## src/rtl/csf_pkg.sv

```systemverilog
package csf_pkg;
  localparam int NPORT = 4;
  localparam int NCH   = 4;

  typedef enum logic [1:0] {RATE_HALF = 2'd0, RATE_FULL = 2'd1, RATE_DBL = 2'd2, RATE_BAD = 2'd3} rate_e;

  // Configuration word layout: [7] wide, [6] xsum, [5:3] grouping, [2] complex, [1:0] rate
  typedef struct packed {
    logic       wide;
    logic       xsum;
    logic [2:0] nsig;
    logic       cplx;
    rate_e      rate;
  } cfg_t;

  typedef enum logic [1:0] {PICK_I = 2'd0, PICK_Q = 2'd1, PICK_PH = 2'd2} pick_e;
  typedef enum logic [1:0] {EXT_NONE = 2'd0, EXT_P2 = 2'd1, EXT_P3 = 2'd2} ext_e;
  typedef enum logic [1:0] {PART_STD = 2'd0, PART_HI = 2'd1, PART_LO = 2'd2} part_e;

  // What one output lane computes
  typedef struct packed {
    logic            on;
    logic [NCH-1:0]  mask;
    pick_e           pick;
    ext_e            ext;
    part_e           part;
  } lane_plan_t;

  localparam logic [NCH-1:0] M_AB  = 4'b0011;
  localparam logic [NCH-1:0] M_CD  = 4'b1100;
  localparam logic [NCH-1:0] M_EVN = 4'b0101;
  localparam logic [NCH-1:0] M_ODD = 4'b1010;
  localparam logic [NCH-1:0] M_ALL = 4'b1111;
endpackage

```

## src/rtl/csf_decode.sv

```systemverilog
module csf_decode
  import csf_pkg::*;
(
  input  cfg_t                   cfg,
  output lane_plan_t [NPORT-1:0] plan,
  output logic                   err
);
  function automatic lane_plan_t mk(input logic [NCH-1:0] m, input pick_e p,
                                    input ext_e e, input part_e pt);
    mk = '{on: 1'b1, mask: m, pick: p, ext: e, part: pt};
  endfunction

  function automatic logic [NCH-1:0] one_hot(input int k);
    one_hot = '0;
    one_hot[k] = 1'b1;
  endfunction

  logic [5:0] key;

  always_comb begin
    plan = '0;
    err  = 1'b0;
    key  = {cfg.rate, cfg.cplx, cfg.nsig};
    if (!cfg.xsum && !cfg.wide) begin
      case (key)
        {2'd1, 1'b0, 3'd4}, {2'd2, 1'b0, 3'd2}:
          for (int k = 0; k < NPORT; k++) plan[k] = mk(one_hot(k), PICK_I, EXT_NONE, PART_STD);
        {2'd1, 1'b0, 3'd2}: begin
          plan[0] = mk(M_AB, PICK_I, EXT_NONE, PART_STD);
          plan[1] = mk(M_CD, PICK_I, EXT_NONE, PART_STD);
        end
        {2'd1, 1'b0, 3'd1}: plan[0] = mk(M_ALL, PICK_I, EXT_NONE, PART_STD);
        {2'd1, 1'b1, 3'd2}: begin
          plan[0] = mk(M_AB, PICK_I, EXT_NONE, PART_STD);
          plan[1] = mk(M_AB, PICK_Q, EXT_NONE, PART_STD);
          plan[2] = mk(M_CD, PICK_I, EXT_NONE, PART_STD);
          plan[3] = mk(M_CD, PICK_Q, EXT_NONE, PART_STD);
        end
        {2'd1, 1'b1, 3'd1}: begin
          plan[0] = mk(M_ALL, PICK_I, EXT_NONE, PART_STD);
          plan[1] = mk(M_ALL, PICK_Q, EXT_NONE, PART_STD);
        end
        {2'd0, 1'b1, 3'd4}:
          for (int k = 0; k < NPORT; k++) plan[k] = mk(one_hot(k), PICK_PH, EXT_NONE, PART_STD);
        {2'd0, 1'b1, 3'd2}: begin
          plan[0] = mk(M_AB, PICK_PH, EXT_NONE, PART_STD);
          plan[1] = mk(M_CD, PICK_PH, EXT_NONE, PART_STD);
        end
        {2'd0, 1'b1, 3'd1}: plan[0] = mk(M_ALL, PICK_PH, EXT_NONE, PART_STD);
        {2'd2, 1'b0, 3'd1}: begin
          plan[0] = mk(M_EVN, PICK_I, EXT_NONE, PART_STD);
          plan[1] = mk(M_ODD, PICK_I, EXT_NONE, PART_STD);
        end
        {2'd2, 1'b1, 3'd1}: begin
          plan[0] = mk(M_EVN, PICK_I, EXT_NONE, PART_STD);
          plan[1] = mk(M_EVN, PICK_Q, EXT_NONE, PART_STD);
          plan[2] = mk(M_ODD, PICK_I, EXT_NONE, PART_STD);
          plan[3] = mk(M_ODD, PICK_Q, EXT_NONE, PART_STD);
        end
        default: err = 1'b1;
      endcase
    end else if (cfg.xsum && !cfg.wide && cfg.nsig == 3'd1) begin
      case (key[5:3])
        {2'd1, 1'b0}: plan[0] = mk(M_ALL, PICK_I, EXT_P2, PART_STD);
        {2'd1, 1'b1}: begin
          plan[0] = mk(M_ALL, PICK_I, EXT_P2, PART_STD);
          plan[1] = mk(M_ALL, PICK_Q, EXT_P3, PART_STD);
        end
        {2'd0, 1'b1}: plan[0] = mk(M_ALL, PICK_PH, EXT_P2, PART_STD);
        {2'd2, 1'b0}: begin
          plan[0] = mk(M_EVN, PICK_I, EXT_P2, PART_STD);
          plan[1] = mk(M_ODD, PICK_I, EXT_P3, PART_STD);
        end
        default: err = 1'b1;
      endcase
    end else if (cfg.xsum && cfg.wide && cfg.nsig == 3'd1) begin
      case (key[5:3])
        {2'd1, 1'b0}: begin
          plan[0] = mk(M_ALL, PICK_I, EXT_P2, PART_HI);
          plan[1] = mk(M_ALL, PICK_I, EXT_P2, PART_LO);
        end
        {2'd0, 1'b1}: begin
          plan[0] = mk(M_ALL, PICK_PH, EXT_P2, PART_HI);
          plan[1] = mk(M_ALL, PICK_PH, EXT_P2, PART_LO);
        end
        default: err = 1'b1;
      endcase
    end else begin
      err = 1'b1;
    end
  end

  // an error never comes with an enabled lane
  always_comb begin
    if (err) assert_err_no_lane_R1: assert (plan == '0);
  end
endmodule

```

## src/rtl/csf_lane.sv

```systemverilog
module csf_lane
  import csf_pkg::*;
#(
  parameter int W    = 16,
  parameter int LSBW = 6,
  localparam int WW  = W + LSBW,
  localparam int SW  = WW + 3
) (
  input  lane_plan_t               plan,
  input  logic [NCH-1:0][W-1:0]    ch_i,
  input  logic [NCH-1:0][W-1:0]    ch_q,
  input  logic                     ph,
  input  logic signed [WW-1:0]     ext_p2,
  input  logic signed [WW-1:0]     ext_p3,
  output logic [W-1:0]             val
);
  localparam logic signed [SW-1:0] LIM_WHI = SW'({1'b0, {(WW-1){1'b1}}});
  localparam logic signed [SW-1:0] LIM_SHI = SW'({1'b0, {(W-1){1'b1}}, {LSBW{1'b0}}});
  localparam logic signed [SW-1:0] LIM_LO  = ~LIM_WHI;

  logic               use_q;
  logic signed [SW-1:0] term;
  logic signed [SW-1:0] acc;
  logic signed [SW-1:0] lim_hi;
  logic signed [SW-1:0] clip;

  always_comb begin
    use_q = (plan.pick == PICK_Q) || ((plan.pick == PICK_PH) && ph);
    acc   = '0;
    term  = '0;
    for (int k = 0; k < NCH; k++) begin
      if (plan.mask[k]) begin
        term = SW'($signed(use_q ? ch_q[k] : ch_i[k]));
        acc  = acc + (term <<< LSBW);
      end
    end
    case (plan.ext)
      EXT_P2:  acc = acc + SW'(ext_p2);
      EXT_P3:  acc = acc + SW'(ext_p3);
      default: acc = acc;
    endcase
    lim_hi = (plan.part == PART_STD) ? LIM_SHI : LIM_WHI;
    if (acc > lim_hi)      clip = lim_hi;
    else if (acc < LIM_LO) clip = LIM_LO;
    else                   clip = acc;
    if (!plan.on)                  val = '0;
    else if (plan.part == PART_LO) val = {{(W-LSBW){1'b0}}, clip[LSBW-1:0]};
    else                           val = clip[WW-1:LSBW];
  end

  // the clipped value stays inside the range the lane mode allows
  always_comb begin
    assert_clip_range_R8: assert (clip <= lim_hi && clip >= LIM_LO);
  end
endmodule

```

## src/rtl/chsum_fmt.sv

```systemverilog
module chsum_fmt
  import csf_pkg::*;
#(
  parameter int W    = 16,
  parameter int LSBW = 6,
  localparam int WW  = W + LSBW
) (
  input  logic                 clk,
  input  logic                 rst_n,
  input  logic [7:0]           cfg_word,
  input  logic [NCH*W-1:0]     ch_i,
  input  logic [NCH*W-1:0]     ch_q,
  input  logic [2*W-1:0]       xin,
  output logic [NPORT*W-1:0]   pad_out,
  output logic [NPORT-1:0]     pad_oe,
  output logic                 phase_o,
  output logic                 cfg_err
);
  cfg_t                     cfg;
  lane_plan_t [NPORT-1:0]   plan;
  logic                     err_d;
  logic signed [WW-1:0]     ext_p2;
  logic signed [WW-1:0]     ext_p3;
  logic [NPORT-1:0][W-1:0]  val;
  logic [NPORT-1:0]         oe_d;
  logic                     ph_q, ph_d;
  logic                     st_q;

  assign cfg = cfg_t'(cfg_word);

  csf_decode u_dec (.cfg(cfg), .plan(plan), .err(err_d));

  // External operand assembly: wide mode takes low bits from the port 3 pad
  always_comb begin
    if (cfg.wide) ext_p2 = {xin[W-1:0], xin[W +: LSBW]};
    else          ext_p2 = {xin[W-1:0], {LSBW{1'b0}}};
    ext_p3 = {xin[2*W-1:W], {LSBW{1'b0}}};
    ph_d   = ~ph_q;
  end

  for (genvar k = 0; k < NPORT; k++) begin : g_lane
    csf_lane #(.W(W), .LSBW(LSBW)) u_lane (
      .plan   (plan[k]),
      .ch_i   (ch_i),
      .ch_q   (ch_q),
      .ph     (ph_q),
      .ext_p2 (ext_p2),
      .ext_p3 (ext_p3),
      .val    (val[k])
    );
    assign oe_d[k] = plan[k].on;
  end

  always_ff @(posedge clk or negedge rst_n) begin
    if (!rst_n) begin
      pad_out <= '0;
      pad_oe  <= '0;
      cfg_err <= 1'b0;
      phase_o <= 1'b0;
      ph_q    <= 1'b0;
      st_q    <= 1'b0;
    end else begin
      pad_out <= val;
      pad_oe  <= oe_d;
      cfg_err <= err_d;
      phase_o <= ph_q;
      ph_q    <= ph_d;
      st_q    <= 1'b1;
    end
  end

  assert_err_all_off_R1: assert property (@(posedge clk) disable iff (!rst_n)
    cfg_err |-> (pad_oe == '0 && pad_out == '0));

  assert_phase_alt_R4: assert property (@(posedge clk) disable iff (!rst_n)
    st_q |=> (phase_o != $past(phase_o)));

  assert_ext_ports_in_R6: assert property (@(posedge clk) disable iff (!rst_n)
    (st_q && !cfg_err && $past(cfg.xsum)) |-> (pad_oe[3:2] == 2'b00));

  for (genvar k = 0; k < NPORT; k++) begin : g_chk
    assert_off_quiet_R9: assert property (@(posedge clk) disable iff (!rst_n)
      !pad_oe[k] |-> (pad_out[k*W +: W] == '0));
  end
endmodule

```

## config.mk

```make
export PLATFORM = sky130hd
export DESIGN_NAME = chsum_fmt
export DESIGN_NICKNAME = d
export VERILOG_FILES = /design/src/rtl/csf_pkg.sv /design/src/rtl/csf_decode.sv /design/src/rtl/csf_lane.sv /design/src/rtl/chsum_fmt.sv
export SDC_FILE = /design/constraint.sdc
export NUM_CORES = 1
export LEC_CHECK = 0
export ABC_AREA = 1
export CAP_MARGIN = 20
export CELL_PAD_IN_SITES_DETAIL_PLACEMENT = 2
export CELL_PAD_IN_SITES_GLOBAL_PLACEMENT = 2
export CORE_MARGIN = 2
export CORE_UTILIZATION = 32
export DETAILED_ROUTE_END_ITERATION = 10
export PLACE_DENSITY_LB_ADDON = 0.1
export SLEW_MARGIN = 20
export SYNTH_ARGS = -nofsm -noshare
export SYNTH_HDL_FRONTEND = slang
export SYNTH_SLANG_ARGS = --single-unit
```

## constraint.sdc

```tcl
create_clock -name clk -period 17.9 [get_ports clk]
set_input_delay 1.79 -clock clk [delete_from_list [all_inputs] [get_ports clk]]
set_output_delay 1.79 -clock clk [all_outputs]
set_load 0.005 [all_outputs]
```

==> out/results.txt <==
WP data arrival - 13,330 ps
Final Hold Slack - 436 ps
Final Cell Area - 22,500 sq um
Starting DRC count in detailed routing - 1,504
CP max FO - 111
Async S/R FF share, synth - 1.00
Crit Reg-Reg Startpoint - ph_q
CTS root buffer - clkbuf_16
Max-slew headroom - 0.306
Die Area - 61,700 sq um
Standard-cell rows - 89
Pwr Density - 57.7 nW/um^2
CP required - 18,210 ps
Port Buffers - 239
Vias in the first global route - 26,042
Clock Skews - 20.1 ps
Predominant post-synthesis flop cell - dfrtp_1
H-tree levels - 3
Wire per inst - 24.9 microns
Met3 routed WL - 4.82 mm
Number of flops mapped to enable cells by yosys - 0
Final hold vios - 0
Max-slew violation count - 0
Yosys warns - 0
First-pass GRT wire length - 163 mm
Mux contribution to synthesized area - 0.00164
Post-DP HPWL - 92.1 mm
DP Area - 22,200 sq um
CP peak stage delay - 760 ps
Status - completed
ANT nets after route - 0
Die height - 248 microns
RR Endpoint - pad_out[16]
Synth Register Bits - 70
CTS max path bufs - 2
Initial antenna violation count - 4
Sequential area share after synthesis - 0.0916
Hold path startpoint - ph_q
Adder-Cell Fraction of Synth Area - 0.154
Crit-path most repeated cell - nand2_1
First-pass DRT Iterations - 5
Post-Synth XOR/XNOR Area - 0.0426
Min-Delay Endpoint - phase_o
Largest net degree at the start of global routing - 112
Final setup fails - 0
Max IR drop VDD - 0.0552 mV
Least-Margin Pin Slew - 1040 ps
Largest family of logic cells by synthesized area - simple AND/OR/NAND/NOR gates
Initial core utilization - 0.324
Total grt overflow - 0
Layout area overhead - 17.6%
Final min period - 13,020 ps
Compound-Gate Fraction of Synth Area - 0.222
Core Area - 59,000 sq um
Period utilisation layout - 0.727
CTS clk-pin slew, worst paths - 60 ps
Pre-CTS setup slack - 4760 ps
GPL Wtd Cong - 0.972
Die X - 248 microns
# Max-Cap Violations - 0
Path depth of the worst reg2reg path - 47
Leak - 11.5 nW
Worst setup margin - 4880 ps
Final Total Pwr - 1.30 mW
DRT Wirelength - 109 mm
Total GRT Usage - 0.343
Hold WC Path Type - register to register
Dpl cells - 4,361
Max frequency - 76.8 MHz
Simple-gate area share of the yosys netlist - 0.385
Uppermost layer routed - met4
Synth Cell Area - 19,100 sq um
Final Util - 0.381
Sink Count - 70
Crit Path Category - primary input to register
Cell variety after synth - 53
Hold depth - 0
Post-cts resize count - 0
Total negative slack - 0 ps
Drt via density - 5.65
CTS tree - built
DR WL met2 - 50.2 mm
Setup bufs post-CTS - 0
Post-Syn Nets - 3,826
Nets - 3,997
Residual DRC - 0
Hold_buf cts - 0
Cell count after synthesis - 3,428
Critical path startpoint category - primary input
TritonCTS buffer count - 9
CP max stage cell - clkdlybuf4s50_1
RSZ-0062 raised after global routing - false
Vias - 24,742
Later-pin clock latency in the skew report - 400 ps
M1 WL - 50.3 mm
Avg Inst Size Synth - 5.58 sq um
I/O pins - 240
Post-route insts no fill - 4,379
Endpoint class of the critical path - register
R2R Setup Slk - 7510 ps
Layout cells sized above 1 - 0.0375
## routing by layer
metal  vias up  GRT usage
li1      11652          -
met1     12362      0.463
met2       591      0.568
met3       137     0.0356
met4         0      0.114
met5         -          0
## worst max-delay path: cells and delay by family
kind                     cells  cell delay [ps]
adder cells (fa/ha/maj)      5             1720
AO/OA/AOI/OAI                6             1630
XOR/XNOR                     2              260
AND/OR/NAND/NOR             37             5450
buffers and inverters       10             2420
## logic make-up after synthesis
family          count (synthesis)
buf+inv                       500
fa+ha+maj                     228
compound gates                787
flops                          70
mux                             3
simple gates                 1747
xor+xnor                       93
## cells in the final DEF, fill, tap and decap left out, drive strengths merged, types with 3 or more instances in the layout
cell type      count
o21ai            387
nor2             256
a21boi            12
and2              24
nor4               6
a21o              13
nand3            242
nor3b              5
a21oi            283
o22ai              4
ha               216
fa                12
a31oi             15
or2               41
a31o              10
inv              399
clkdlybuf4s50    238
dfrtp             70
buf               20
a221oi             3
xor2              44
nand4             23
o2111ai            6
nand2           1089
nor3              36
o21bai            10
o31ai              9
clkbuf            12
nand3b            24
xnor2             49
clkinv             5
o21a              12
o211ai            18
## synth_stat cells (20+ instances only)
master / instances / area (sq um)
nand2_1: 1071 / 4020
inv_1: 389 / 1460
o21ai_0: 374 / 1870
a21oi_1: 283 / 1420
nor2_1: 244 / 916
nand3_1: 238 / 1190
ha_1: 216 / 2700
dfrtp_1: 70 / 1750
clkbuf_1: 55 / 206
xnor2_1: 49 / 429
xor2_1: 44 / 385
or2_2: 41 / 257
nor3_1: 35 / 175
and2_1: 24 / 150
nand3b_1: 24 / 180
nand4_1: 23 / 144
buf_2: 20 / 100
## cell type report
type	instances	area (sq um)
Clock inverter	4	47.5
Multi-Input combinational cell	2858	15400
Antenna cell	2	5.00
Timing Repair Buffer	258	2530
Fill cell	7698	36500
Tap cell	773	967
Inverter	402	1510
Sequential cell	70	1750
Clock buffer	12	236
## sequential cells by signal, indices dropped and copies added (netlist names)
register  count
ph_q          1
pad_oe        3
phase_o       1
pad_out      64
cfg_err       1
## how the worst max path moves through the flow
stage | to | slack, ps | startpoint
detailed placement | pad_out[2] | 4760 | cfg_word[7]
floorplan | pad_out[21] | 8380 | cfg_word[2]
global placement | pad_out[0] | 5420 | cfg_word[7]
finish | pad_out[0] | 4880 | cfg_word[7]
global route | pad_out[0] | 3910 | cfg_word[7]
CTS | pad_out[2] | 5110 | cfg_word[7]
## power breakdown
part           switching, mW  total, mW  leakage, nW  internal (mW)
Sequential           0.00662      0.184        0.900          0.177
Clock                 0.0892      0.197        0.137          0.108
Combinational          0.602      0.916         10.5          0.314
Power figures use the tool's default switching activity.
